**src/rtl/cbc_limit_ctrl.sv**
```systemverilog
module cbc_limit_ctrl #(
  parameter int DEAD_W = 4,
  parameter int SYNC_N = 2
) (
  input  logic              clk,
  input  logic              rst_n,
  input  logic [1:0]        top_cmd,
  input  logic [1:0]        bot_cmd,
  input  logic [1:0]        oc_flag,
  input  logic              dis_all,
  input  logic              lim_off,
  input  logic [DEAD_W-1:0] dead_cycles,
  output logic [1:0]        gate_top,
  output logic [1:0]        gate_bot,
  output logic              out_hiz,
  output logic              lim_stat
);
  localparam int NPH = 2;
  localparam int SW  = NPH * SYNC_N;

  logic [SW-1:0]     sync_sr;
  logic [NPH-1:0]    flag_s, top_q, trip_ph, rise, g_t, g_b, want_t, want_b;
  logic              lim, armed, blocked;
  logic [DEAD_W-1:0] off_cnt [NPH];

  assign flag_s  = sync_sr[SW-1 -: NPH];
  assign rise    = top_cmd & ~top_q;
  assign blocked = lim | dis_all;
  assign want_t  = top_cmd & ~bot_cmd & {NPH{~blocked}};
  assign want_b  = bot_cmd & ~top_cmd & {NPH{~blocked}};

  assign gate_top = g_t & {NPH{~blocked}};
  assign gate_bot = g_b & {NPH{~blocked}};
  assign out_hiz  = dis_all;
  assign lim_stat = lim;

  always_ff @(posedge clk) begin
    if (!rst_n) sync_sr <= '0;
    else        sync_sr <= {sync_sr[SW-NPH-1:0], oc_flag};
  end

  always_ff @(posedge clk) begin
    if (!rst_n) begin
      lim     <= 1'b0;
      armed   <= 1'b0;
      trip_ph <= '0;
      top_q   <= '0;
    end else begin
      top_q <= top_cmd;
      if (lim_off) begin
        lim     <= 1'b0;
        armed   <= 1'b0;
        trip_ph <= '0;
      end else if (|flag_s) begin
        lim     <= 1'b1;
        armed   <= 1'b0;
        trip_ph <= (lim ? trip_ph : '0) | flag_s;
      end else if (lim) begin
        if (!armed) begin
          armed <= ((top_cmd & trip_ph) == '0);
        end else if (|rise) begin
          lim     <= 1'b0;
          armed   <= 1'b0;
          trip_ph <= '0;
        end
      end
    end
  end

  always_ff @(posedge clk) begin
    if (!rst_n) begin
      g_t <= '0;
      g_b <= '0;
      for (int p = 0; p < NPH; p++) off_cnt[p] <= '0;
    end else begin
      for (int p = 0; p < NPH; p++) begin
        if (g_t[p] | g_b[p])      off_cnt[p] <= '0;
        else if (off_cnt[p] != '1) off_cnt[p] <= off_cnt[p] + 1'b1;
        g_t[p] <= want_t[p] & (g_t[p] | (!g_b[p] && off_cnt[p] >= dead_cycles));
        g_b[p] <= want_b[p] & (g_b[p] | (!g_t[p] && off_cnt[p] >= dead_cycles));
      end
    end
  end


  no_shoot_chk: assert property (@(posedge clk) disable iff (!rst_n)
    (gate_top & gate_bot) == '0);

  for (genvar p = 0; p < NPH; p++) begin : g_dead_chk

    dead_gap_chk: assert property (@(posedge clk) disable iff (!rst_n)
      ($rose(g_t[p]) || $rose(g_b[p])) |-> ($past(off_cnt[p]) >= $past(dead_cycles)));
  end


  trip_set_chk: assert property (@(posedge clk) disable iff (!rst_n)
    ((|flag_s) && !lim_off) |=> lim_stat);


  clear_edge_chk: assert property (@(posedge clk) disable iff (!rst_n)
    $fell(lim_stat) |-> ($past(lim_off) || (|($past(top_cmd) & ~$past(top_cmd, 2)))));


  lim_off_chk: assert property (@(posedge clk) disable iff (!rst_n)
    lim_off |=> !lim_stat);
endmodule

```
**config.mk**
```make
export PLATFORM = sky130hd
export DESIGN_NAME = cbc_limit_ctrl
export DESIGN_NICKNAME = d
export VERILOG_FILES = /design/src/rtl/cbc_limit_ctrl.sv
export SDC_FILE = /design/constraint.sdc
export NUM_CORES = 1
export LEC_CHECK = 0
export BUFFER_PORTS_ARGS = -buffer_cell sky130_fd_sc_hd__buf_2
export CORE_MARGIN = 5
export CORE_UTILIZATION = 62
export CTS_BUF_LIST = sky130_fd_sc_hd__clkbuf_4
export DETAILED_ROUTE_END_ITERATION = 10
export HOLD_SLACK_MARGIN = 0.15
export MAX_ROUTING_LAYER = met4
export PLACE_DENSITY = 0.87
export SYNTH_ARGS = -nofsm -noshare
export SYNTH_HDL_FRONTEND = slang
export SYNTH_SLANG_ARGS = --single-unit
export TNS_END_PERCENT = 100
```
**constraint.sdc**
```tcl
create_clock -name clk -period 3.2 [get_ports clk]
set_input_delay 0 -clock clk [delete_from_list [all_inputs] [get_ports clk]]
set_output_delay 0 -clock clk [all_outputs]
set_load 0.02 [all_outputs]
```
### Word level (Yosys, flattened, before mapping)

Memory sizes are Yosys's and may differ from the RTL's.
Index checks and enable logic that the tools add are counted.

| word-level totals | value |
|---|---|
| memories kept | 1 |
| bits of input ports | 14 |
| output and inout bits | 6 |
| word-level logic and storage cells | 89 |
| register bits after elaboration | 14 |
| memory bits (writable) | 8 |

| cells by class | value |
|---|---|
| $add $sub $neg | 2 |
| bitwise gates (word level) | 29 |
| multiplexer cells | 29 |
| equality and inequality tests | 2 |
| reduce and logical (&&, ||, !) cells | 17 |
| magnitude comparators | 2 |

Memory list:

| memory | depth | bits a word | rd ports | clocked after Yosys merged registers in | write ports | RTL line | text |
|---|---|---|---|---|---|---|---|
| off_cnt | 2 | 4 | 2 | 0 | 2 | 24 | `logic [DEAD_W-1:0] off_cnt [NPH];` |

Operators by type and width:

| kind | count |
|---|---|
| $mux W1 | 20 |
| $and A2 B2 Y2 | 8 |
| $mux W4 | 4 |
| $or A1 B1 Y1 | 11 |
| $mux W2 | 5 |
| $add A4 B1 Y4 const B | 2 |
| $ge A4 B4 Y1 | 2 |
| $ne A4 B4 Y1 const B | 2 |
| $not A2 Y2 | 3 |
| $reduce_bool A2 Y1 | 3 |
| $reduce_or A2 Y1 | 3 |
| $and A1 B1 Y1 | 4 |
| $logic_and A1 B1 Y1 | 4 |
| $logic_not A1 Y1 | 4 |
| $reduce_or A4 Y1 | 1 |
| $reduce_and A3 Y1 | 1 |
| $logic_not A2 Y1 | 1 |
| $not A1 Y1 | 2 |
| $or A2 B2 Y2 | 1 |

### Longest topological paths before layout

Gate-level depths: netlist of run 1.

| depth | value |
|---|---|
| depth in word-level cells | 7 |
| depth in mapped cells | 5 |
| gate-level depth less buffers | 5 |

### Worst setup path before layout of run 1

OpenSTA, ideal clock, no wires.

| path | value |
|---|---|
| path kind | register to register |
| start | memory off_cnt[1][0] |
| end | register g_b[1] |
| arrival | 1.317 ns |
| stages on the path, launching flop included | 6 |
| path buffers | 0 |
| data required time | 3.074 ns |
| period minus slack after synthesis | 1.444 ns |
| setup time | 0.126 ns |
| setup slack | 1.756 ns |
| path through | edfxtp_1 -> inv_1 -> ha_1 -> or3b_2 -> o2111ai_1 -> a21oi_1 |

RTL lines:

| item | RTL line | text |
|---|---|---|
| from (decl) | 24 |  |
| to (signal, indexed assignment) | 80 | `g_b[p] <= want_b[p] & (g_b[p] \| (!g_t[p] && off_cnt[p] >= dead_cycles));` |
| to (decl) | 22 | `logic [NPH-1:0] flag_s, top_q, trip_ph, rise, g_t, g_b, want_t, want_b;` |

### Final worst setup path of run 1

| path | value |
|---|---|
| start | register lim (netlist: lim_stat) |
| end | register g_t[1] |

| between the ends | value |
|---|---|
| longest elaborated chain between the ends | 4 |

RTL lines:

| item | RTL line | text |
|---|---|---|
| from (decl) | 23 | `logic lim, armed, blocked;` |
| from (signal assigned) | 44 | `lim <= 1'b0;` |
| from (signal assigned) | 51 | `lim <= 1'b0;` |
| from (signal assigned) | 55 | `lim <= 1'b1;` |
| $or A1 B1 Y1 | 28 | `assign blocked = lim \| dis_all;` |
| $not A1 Y1 | 29 | `assign want_t = top_cmd & ~bot_cmd & {NPH{~blocked}};` |
| $and A2 B2 Y2 | 29 |  |
| $and A1 B1 Y1 | 79 | `g_t[p] <= want_t[p] & (g_t[p] \| (!g_b[p] && off_cnt[p] >= dead_cycles));` |
| to (signal, indexed assignment) | 79 |  |
| to (decl) | 22 |  |

Every way passes these cells.
A chain may end at the register's enable or synchronous reset.

==> results.cfg, run 1 <==
[status]
status = finished, final reports clean

[drt]
wl_per_cell_um = 15.32
drcViolationCount = 0
drtIter0Drc = 19
routed_via_density = 5.418
drt_wl_total_mm = 2.711
vias = 959
dr.pass1.iters = 4
antenna_left = 0

[grt]
antenna_found_initial = 0
grt-ovfl-total = 0
grt_pass1_vias = 976
grt_max_degree = 14
grt_pass1_wl_mm = 4.347
track_usage_pct = 21.71

[logic_synthesis]
synthDistinctLibCells = 29
synth-edff-count = 8
syn_inst = 114
synth_area_um2 = 1199
ys.flop_type = dfxtp_1
async_flop_share_pct = 0
seq_area_frac_synth_pct = 43.42
yosysWarnings = 0
syn_nets = 138
ys_ff_latch = 22
syn_area_per_cell_um2 = 10.51

[worst_setup_path]
crit_path_end_kind = flop
r2r-start = lim_stat
r2r_slack_ns = 1.47
cp_cell_sequence = nor3b_4, nand4b_1, dlygate4sd3_1, a21oi_1
cpMaxStageDelayCell = dlygate4sd3_1
worstSetupPathType = reg2reg
arrival_ns = 1.97
r2r_end = g_t[1]
crit_required_ns = 3.44
r2r_cells = 4
worstSetupStartpointType = flop
crit_path_max_incr_delay_ns = 0.57
cp_max_fo = 9

[clock_tree]
h-tree-depth = 1
cts_buffers = 3
root_buffer = clkbuf_4
cts.sinks = 22
post_cts_buffers = 0
cts_tree = done
clk_latency_ns = 0.31
clock_path_buffers = 2
cts.reportedPaths.clkPinSlew_ns = 0.13

[power_and_ir_drop]
swShare_pct = 22.73
power_frac_comb_pct = 13.4
switchingPower_mw = 0.1395
p_int_mw = 0.4742
powerDensity_nw_per_um2 = 405.1
ir_drop_v = 0.0003433
seqPwrFrac_pct = 51.6
p_clk_share_pct = 35.0
leakage_nw = 0.6524

[sta]
hold_viol_final = 0
slew_headroom_pct = 74.09
period_minus_slack_ns = 1.735
maxSlewViolCount = 0
setup_tns_ns = 0
period_share_pct = 54.20
max_freq_mhz = 576.5
finClkSkew_ns = 0.005722
fin_ws_ns = 1.466
finalSetupViolCount = 0
rsz0062_at_grt = no
worst-slew-pin-transition_ns = 0.3881

[floorplanning]
initial_core_util_pct = 63.03
rows = 16
die_w_um = 53.97
coreArea_um2 = 1902
die_y_um = 53.97
ios = 20
dieArea_um2 = 2913

[place]
dp_slack_ns = 1.661
port_buffers = 19
dp.cells = 158
gp_congestion = 0.8389
hpwl_mm = 1.722

[layout]
areaGrowthSynthToFinish_pct = 26.41
nets = 175
drive_gt1_share_pct = 20.67
diodes = 0
fill_cells = 112
stdcell_count = 177

[min_path]
min_path_cells = 5
holdPathEnd = g_b[1]
hp-class = in2reg
worstHoldStart = dead_cycles[3]

[run]
cap_violations = 0
-- flip-flops by register name, summed over array words and instances, names as in the netlist --
register,cells
sync_sr,4
g_b,2
g_t,2
off_cnt,8
armed,1
trip_ph,2
lim_stat,1
top_q,2
-- worst max path at each step --
| stage | startpoint | end | slack (ns) | cells past startpoint |
|---|---|---|---|---|
| 6_report | lim_stat | g_t[1] | 1.47 | 4 |
| 3_3_place_gp | off_cnt[1][0] | g_b[1] | 1.72 | 5 |
| 4_1_cts | lim_stat | g_t[1] | 1.60 | 4 |
| 5_1_grt | lim_stat | g_t[1] | 1.40 | 4 |
| 2_1_floorplan | off_cnt[1][0] | g_b[1] | 1.76 | 5 |
| 3_5_place_dp | off_cnt[1][0] | g_t[1] | 1.66 | 5 |
-- critical path, delay by kind of cell, from the launching register on --
family                 cells  cell delay, ns
buffers and inverters      1            0.57
AND/OR/NAND/NOR            2            0.49
flip-flops                 1            0.45
AO/OA/AOI/OAI              1            0.14
-- per-layer routing --
| layer | vias up | track usage [%] | wire length [um] |
|---|---|---|---|
| li1 | 482 | - | - |
| met1 | 439 | 24.32 | 1152 |
| met2 | 32 | 37.70 | 1372 |
| met3 | 6 | 4.155 | 136 |
| met4 | 0 | 8.714 | 49 |
| met5 | - | - | 0 |
-- layout make-up --
class | instances | area [um^2] | area share (%)
clock buffer | 3 | 22.52 | 1.486
clock inverter | 1 | 30.03 | 1.982
inverter | 6 | 22.52 | 1.486
multi-input combinational | 84 | 640.6 | 42.28
sequential | 22 | 520.5 | 34.35
tap | 27 | 33.78 | 2.230
timing repair buffer | 34 | 245.2 | 16.18
-- through the flow --
step                hold slack, ns  power [mW]  utilization, %  instance area, um^2
global placement            0.2058      0.3846           69.01                 1313
detailed placement          0.2102      0.3881           69.01                 1313
finish                      0.2717      0.6137           79.67                 1515
CTS                         0.2515      0.6148           79.67                 1515
floorplan                   0.1126      0.3648               -                 1199
global route                0.3325      0.6426           79.67                 1515
-- synthesized netlist by cell type, drive strengths merged (6+ instances only) --
cell | number | share of area, %
a211oi | 6 | 3.8
a21oi | 6 | 2.5
inv | 6 | 1.9
dfxtp | 14 | 23
nor2 | 7 | 2.2
ha | 10 | 10
and2 | 12 | 6.3
edfxtp | 8 | 20
nand2b | 8 | 5.0
-- cell families (layout without fill, tap and decap cells) --
logic type               count (synthesis)  count (layout)  synth area share (%)
AND/OR/NAND/NOR                         50              50                 27.77
flip-flops                              22              22                 43.42
AO/OA/AOI/OAI                           20              20                 12.32
adder cells (fa/ha/maj)                 10              10                 10.44
buffers and inverters                    8              44                 3.131
XOR/XNOR                                 4               4                 2.922
-- cells in the final DEF (no fill, tap or decap), types with 2 or more instances in the layout --
cell,instances
o21ai_0,4
nand2_1,4
xor2_1,4
nand2b_1,6
o2111ai_1,2
and2_1,12
nand3_1,4
edfxtp_1,8
a211oi_1,6
nand4b_1,4
nor3b_2,2
buf_2,19
clkbuf_4,3
and3_1,2
inv_1,6
a21oi_1,6
ha_1,10
dfxtp_1,14
nor2_1,7
dlygate4sd3_1,15
-- power by group through the flow --
stage | Clock, mW | Combinational (mW) | Sequential (mW)
finish | 0.215 | 0.0821 | 0.317
detailed placement | 0 | 0.0654 | 0.323
CTS | 0.219 | 0.0792 | 0.316
global placement | 0 | 0.0629 | 0.322
global route | 0.232 | 0.0916 | 0.319
floorplan | 0 | 0.0463 | 0.318
-- what timing repair did --
item / CTS / global route
gates resized for setup: 0 / 0
hold endpoints to repair: 14 / 0
hold buffers: 15 / 0
Note: power is estimated with default switching activity, not from simulation.
==> run 2: changes to the inputs <==
Settings changed: ABC_AREA set to 1, CORE_UTILIZATION 62 to 52, PLACE_DENSITY 0.87 to 0.78.
Clock period 3.2 ns to 1.5 ns, I/O delays scaled along.
==> run 2 against run 1 <==
Routed wire length decreased by 13%. Critical endpoint is now g_b[0]. Cell count increased by 18%. Critical path type is now in2reg. Power increased by 100%. Design area decreased by 4.0%. Flip-flop and latch count unchanged. Sequential share of layout area increased by 1.5 points. Non-clock buffer count decreased by 3. Sequential power increased by 120%. Core utilization decreased by 13 points. Critical path depth increased by 3.
==> results.cfg, run 2 <==
[status]
status = finished, final reports clean

[grt]
grt_pass1_wl_mm = 4.112
antenna_found_initial = 0
track_usage_pct = 16.40
grt-ovfl-total = 0
grt_pass1_vias = 1006
grt_max_degree = 13

[logic_synthesis]
synth_area_leader_cell = dfxtp_1
synthDistinctLibCells = 19
post-synth-top-count-cell = nand2_1
syn_area_per_cell_um2 = 8.043
async_flop_share_pct = 0
synth-edff-count = 8
ys_ff_latch = 22
yosysWarnings = 0
synthTopCellsByCount = nand2_1 (31), inv_1 (26), nor2_1 (16), dfxtp_1 (14), nand3_1 (13)
ys.flop_type = dfxtp_1
syn_nets = 171
seq_area_frac_synth_pct = 44.02
syn_inst = 147
synth_area_um2 = 1182
synthTopCellsByArea = dfxtp_1 (24%), edfxtp_1 (20%), ha_1 (11%)
synth_top_area_share_pct = 23.70

[clock_tree]
clock_path_buffers = 2
cts_tree = done
cts.reportedPaths.clkPinSlew_ns = 0.12
clk_latency_ns = 0.31
h-tree-depth = 1
cts.sinks = 22
cts_buffers = 3
root_buffer = clkbuf_4

[floorplanning]
die_y_um = 57.69
rows = 17
ios = 20
initial_core_util_pct = 53.97
dieArea_um2 = 3328
coreArea_um2 = 2191
die_w_um = 57.69

[sta]
maxSlewViolCount = 0
setup_tns_ns = 0
max_freq_mhz = 720.9
rsz0062_at_grt = no
period_minus_slack_ns = 1.387
finClkSkew_ns = 0.003170
finalSetupViolCount = 0
slew_headroom_pct = 80.75
period_share_pct = 92.48
worst-slew-pin-transition_ns = 0.2878
hold_viol_final = 0

[layout]
layout_commonest_cell = nand2_1
diodes = 0
fill_cells = 180
reg_top3 = off_cnt (8), sync_sr (4)
areaGrowthSynthToFinish_pct = 23.07
regMostFlops = off_cnt
drive_gt1_share_pct = 21.55
stdcell_count = 209
nets = 206
multi_input_comb_area_um2 = 551.8
largest_register_ff_count = 8
mostFrequentLayoutCells = nand2_1 (31), inv_1 (26), buf_2 (19)
seq_area_um2 = 521.8

[power_and_ir_drop]
power_frac_comb_pct = 21.0
total_power_mw = 1.236
seqPwrFrac_pct = 56.8
swShare_pct = 28.77
p_int_mw = 0.8802
switchingPower_mw = 0.3556
ir_drop_v = 0.0005399
p_clk_share_pct = 22.2
leakage_nw = 0.7070
powerDensity_nw_per_um2 = 849.2

[worst_setup_path]
cp_max_fo = 7
worstSetupStartpointType = input pin
cp_common_cell = dlygate4sd3_1
crit_required_ns = 1.75
crit_path_max_incr_delay_ns = 0.55
crit_path_end_kind = flop
cpMaxStageDelayCell = dlygate4sd3_1
r2r_cells = 4
worstSetupPathType = in2reg
arrival_ns = 1.64
cp_cell_sequence = dlygate4sd3_1, buf_2, inv_2, nor2_1, nand3_1, dlygate4sd3_1, a21oi_1

[drt]
wl_per_cell_um = 11.29
drtIter0Drc = 13
routed_via_density = 4.890
antenna_left = 0
dr.pass1.iters = 4
vias = 1022
drcViolationCount = 0
drt_wl_total_mm = 2.360

[min_path]
min_path_cells = 6
hp-class = in2reg

[run]
cap_violations = 0

[place]
dp.cells = 193
hpwl_mm = 1.740
gp_congestion = 0.7207
port_buffers = 19
-- run 2: changes by cell type in the layout (fill, tap and decap cells not counted), moves of 3 or more --
cell	before	now
a211oi_1	6	0
a21oi_2	0	5
and2_1	12	0
dlygate4sd3_1	15	12
inv_1	6	26
nand2_1	4	31
nand2b_1	6	0
nand3_1	4	13
nand4b_1	4	0
nor2_1	7	15
o21ai_0	4	0
xor2_1	4	0
-- run 2: routing by layer --
| metal | share of wire [%] | vias up | global-route usage [%] |
|---|---|---|---|
| li1 | - | 538 | - |
| met1 | 44 | 457 | 18.19 |
| met2 | 49 | 20 | 28.06 |
| met3 | 4.1 | 7 | 3.118 |
| met4 | 2.6 | 0 | 7.947 |
| met5 | 0 | - | - |
-- run 2: layout make-up --
class | instances | share of cell area, %
multi-input cells | 96 | 37.92
flip-flops and latches | 22 | 35.86
repair buffers | 31 | 14.79
inverters | 28 | 7.223
well taps | 28 | 2.408
clock buffers | 3 | 1.548
clock inverters | 1 | 0.2580
-- run 2: kinds of logic (layout without fill, tap and decap cells) --
logic type / after synthesis / in the layout / share of synthesized area, %
compound gates: 13 / 13 / 7.301
xor+xnor: 2 / 2 / 1.482
fa+ha+maj: 10 / 10 / 10.58
buf+inv: 29 / 63 / 9.524
flops: 22 / 22 / 44.02
simple gates: 71 / 71 / 27.09
-- run 2: what timing repair did --
item                                    CTS  global route
endpoints found under the setup margin    0             1
buffers inserted                          0             0
endpoints found under the hold margin    14             0
gates resized for setup                   0             2
hold buffers                             12             0
-- run 2: power by group through the flow --
stage / registers [mW] / logic (mW) / clock network [mW]
after detailed placement: 0.715 / 0.237 / 0
after CTS: 0.701 / 0.260 / 0.275
final: 0.702 / 0.260 / 0.274
after global placement: 0.711 / 0.222 / 0
after floorplan: 0.706 / 0.173 / 0
after global routing: 0.707 / 0.302 / 0.305
-- run 2: critical path, delay by kind of cell --
family,cells,cell delay (ns)
buf+inv,4,1.36
simple gates,2,0.16
compound gates,1,0.11
-- run 2: final timing paths --
check / slack, ns / to / startpoint
worst max-delay path: 0.11 / g_b[0] / rst_n
worst min-delay path: 0.33 / g_t[1] / dead_cycles[0]
worst max register to register: 0.13 / g_b[0] / lim_stat
worst min register to register: 0.43 / sync_sr[2] / sync_sr[0]
-- run 2: per-stage QoR --
step | cell area (um^2) | hold WS [ns] | utilization [%] | setup slack, ns
after floorplan | 1182 | 0.09345 | - | 0.2457
after global routing | 1455 | 0.3818 | 66.42 | 0.003008
after global placement | 1305 | 0.1884 | 59.57 | 0.2153
after CTS | 1451 | 0.3337 | 66.25 | 0.04534
after detailed placement | 1305 | 0.1894 | 59.57 | 0.1709
final | 1455 | 0.3281 | 66.42 | 0.1128
==> run 3: changes to the inputs <==
Settings changed: CORE_UTILIZATION 52 to 50, PLACE_DENSITY 0.78 to 0.75.
Clock period 1.5 ns to 1.2 ns, I/O delays scaled along.
==> run 3 against run 2 <==
The flow now finishes with violations (negative setup slack). Global-route usage increased by 4.5 points. Sequential power increased by 25%. Clock power increased by 42%. Clock skew increased by 0.00055 ns. Sequential share of layout area decreased by 6.5 points. Combinational power increased by 110%. Die area increased by 3.3%. First-iteration DRC count increased to 4.3 times the previous value. Non-clock buffer count increased by 17. Worst setup slack got worse by 0.25 ns. Critical path type is now reg2reg. Critical endpoint is now g_t[0].
==> results.cfg, run 3 (synthesized netlist as in run 2, its figures left out) <==
[drt]
wl_per_cell_um = 16.08
drtIter0Drc = 56
routed_via_density = 5.274
drcViolationCount = 0
dr.pass1.iters = 4
drt_wl_total_mm = 3.634
vias = 1192
antenna_left = 0

[worst_setup_path]
crit_path_end_kind = flop
cpMaxStageDelayCell = edfxtp_1
crit_buf_inv = 0
cp_common_cell = nand2_1
cpLargestDelayFamily = flip-flops
cp_max_fo = 3
arrival_ns = 1.60
crit_path_max_incr_delay_ns = 0.52
r2r-start = off_cnt[0][1]
r2r_end = g_t[0]
r2r_slack_ns = -0.13
crit_required_ns = 1.47
cp_cell_sequence = ha_4, nand2_2, nand2_1, nand2_1, nand3_2, nand2_1, a21oi_2
r2r_cells = 7
worstSetupStartpointType = flop
worstSetupPathType = reg2reg

[layout]
stdcell_area_um2 = 1783
regMostFlops = off_cnt
areaGrowthSynthToFinish_pct = 50.79
diodes = 0
nets = 223
mostFrequentLayoutCells = inv_1 (26), nand2_1 (26), dlygate4sd3_1 (16)
largest_register_ff_count = 8
reg_top3 = off_cnt (8), sync_sr (4)
fill_cells = 141
seq_area_um2 = 524.3
multi_input_comb_area_um2 = 704.4
drive_gt1_share_pct = 39.39

[sta]
maxSlewViolCount = 0
finalSetupViolCount = 21
worst_hold_slack_ns = 0.1808
setup_tns_ns = -1.202
finClkSkew_ns = 0.003719
worst-slew-pin-transition_ns = 0.3795
hold_viol_final = 0
slew_headroom_pct = 74.56
fin_ws_ns = -0.1346
max_freq_mhz = 749.3
period_minus_slack_ns = 1.335
rsz0062_at_grt = yes
period_share_pct = 111.2

[power_and_ir_drop]
p_clk_share_pct = 21.4
leakage_nw = 0.8163
swShare_pct = 31.10
power_frac_comb_pct = 29.9
powerDensity_nw_per_um2 = 1014
ir_drop_v = 0.0007824
switchingPower_mw = 0.5621
seqPwrFrac_pct = 48.6
p_int_mw = 1.246

[clock_tree]
cts.sinks = 22
root_buffer = clkbuf_4
clock_path_buffers = 2
h-tree-depth = 1
cts_tree = done
clk_latency_ns = 0.32
cts.reportedPaths.clkPinSlew_ns = 0.12
cts_buffers = 3

[floorplanning]
dieArea_um2 = 3437
rows = 17
ios = 20
die_w_um = 58.63
die_y_um = 58.63
coreArea_um2 = 2233
initial_core_util_pct = 52.94

[place]
gp_congestion = 0.7435
place_area_um2 = 1363
port_buffers = 19
hpwl_mm = 1.912

[grt]
grt-ovfl-total = 0
track_usage_pct = 20.89
grt_pass1_vias = 1174
grt_pass1_wl_mm = 5.133
grt_max_degree = 13
antenna_found_initial = 0

[min_path]
min_path_cells = 4
hp-class = in2reg
holdPathEnd = lim_stat
worstHoldStart = rst_n

[status]
status = finished, violations left
failed_checks = negative setup slack

[run]
cap_violations = 0
run 3: worst reg2reg max path: stages (launching register included):
cell and delay (ns):
edfxtp_1 0.52, ha_4 0.32, nand2_2 0.04, nand2_1 0.05, nand2_1 0.06, nand3_2 0.09
nand2_1 0.08, a21oi_2 0.11
run 3: power groups by stage:
stage | clock (mW) | combinational (mW) | sequential, mW
floorplan | 0 | 0.219 | 0.883
global placement | 0 | 0.325 | 0.882
detailed placement | 0 | 0.352 | 0.886
CTS | 0.385 | 0.472 | 0.878
global route | 0.435 | 0.593 | 0.884
finish | 0.388 | 0.541 | 0.879
run 3: through the flow:
step	cells	utilization [%]	total power, mW	setup WS (ns)
finish	226	79.83	1.808	-0.1346
global route	226	79.83	1.912	-0.2096
CTS	221	75.24	1.735	-0.06331
detailed placement	200	61.01	1.238	-0.08353
global placement	200	61.01	1.207	-0.04160
floorplan	147	-	1.102	0.008595
run 3: worst max-delay path by stage:
| stage | startpoint | end | slack (ns) | cells after the start |
|---|---|---|---|---|
| after floorplan | off_cnt[1][0] | off_cnt[1][0] | 0.009 | 4 |
| after global placement | off_cnt[0][1] | g_b[0] | -0.04 | 7 |
| after detailed placement | off_cnt[0][1] | g_b[0] | -0.08 | 7 |
| after CTS | off_cnt[0][1] | g_b[0] | -0.06 | 7 |
| after global routing | off_cnt[0][1] | g_t[0] | -0.21 | 7 |
| final | off_cnt[0][1] | g_t[0] | -0.13 | 7 |
run 3: routing by layer:
metal / wire, um / global-route usage (%) / vias to the layer above
met4: 123 / 12.62 / 0
met5: 0 / - / -
met3: 237 / 4.605 / 13
met2: 1963 / 35.09 / 54
met1: 1309 / 22.36 / 551
li1: - / - / 574
run 3: repair_timing:
item | CTS | global route
hold buffers | 16 | 1
buffers inserted | 1 | 5
hold endpoints to repair | 14 | 2
endpoints found under the setup margin | 18 | 24
pin swaps | 6 | 4
gates resized for setup | 22 | 20
run 3: final cells by class:
type,count,share of cell area (%)
multi-input combinational,96,39.51
sequential,22,29.40
timing repair buffer,48,21.40
inverter,28,6.035
tap,28,1.965
clock buffer,4,1.684
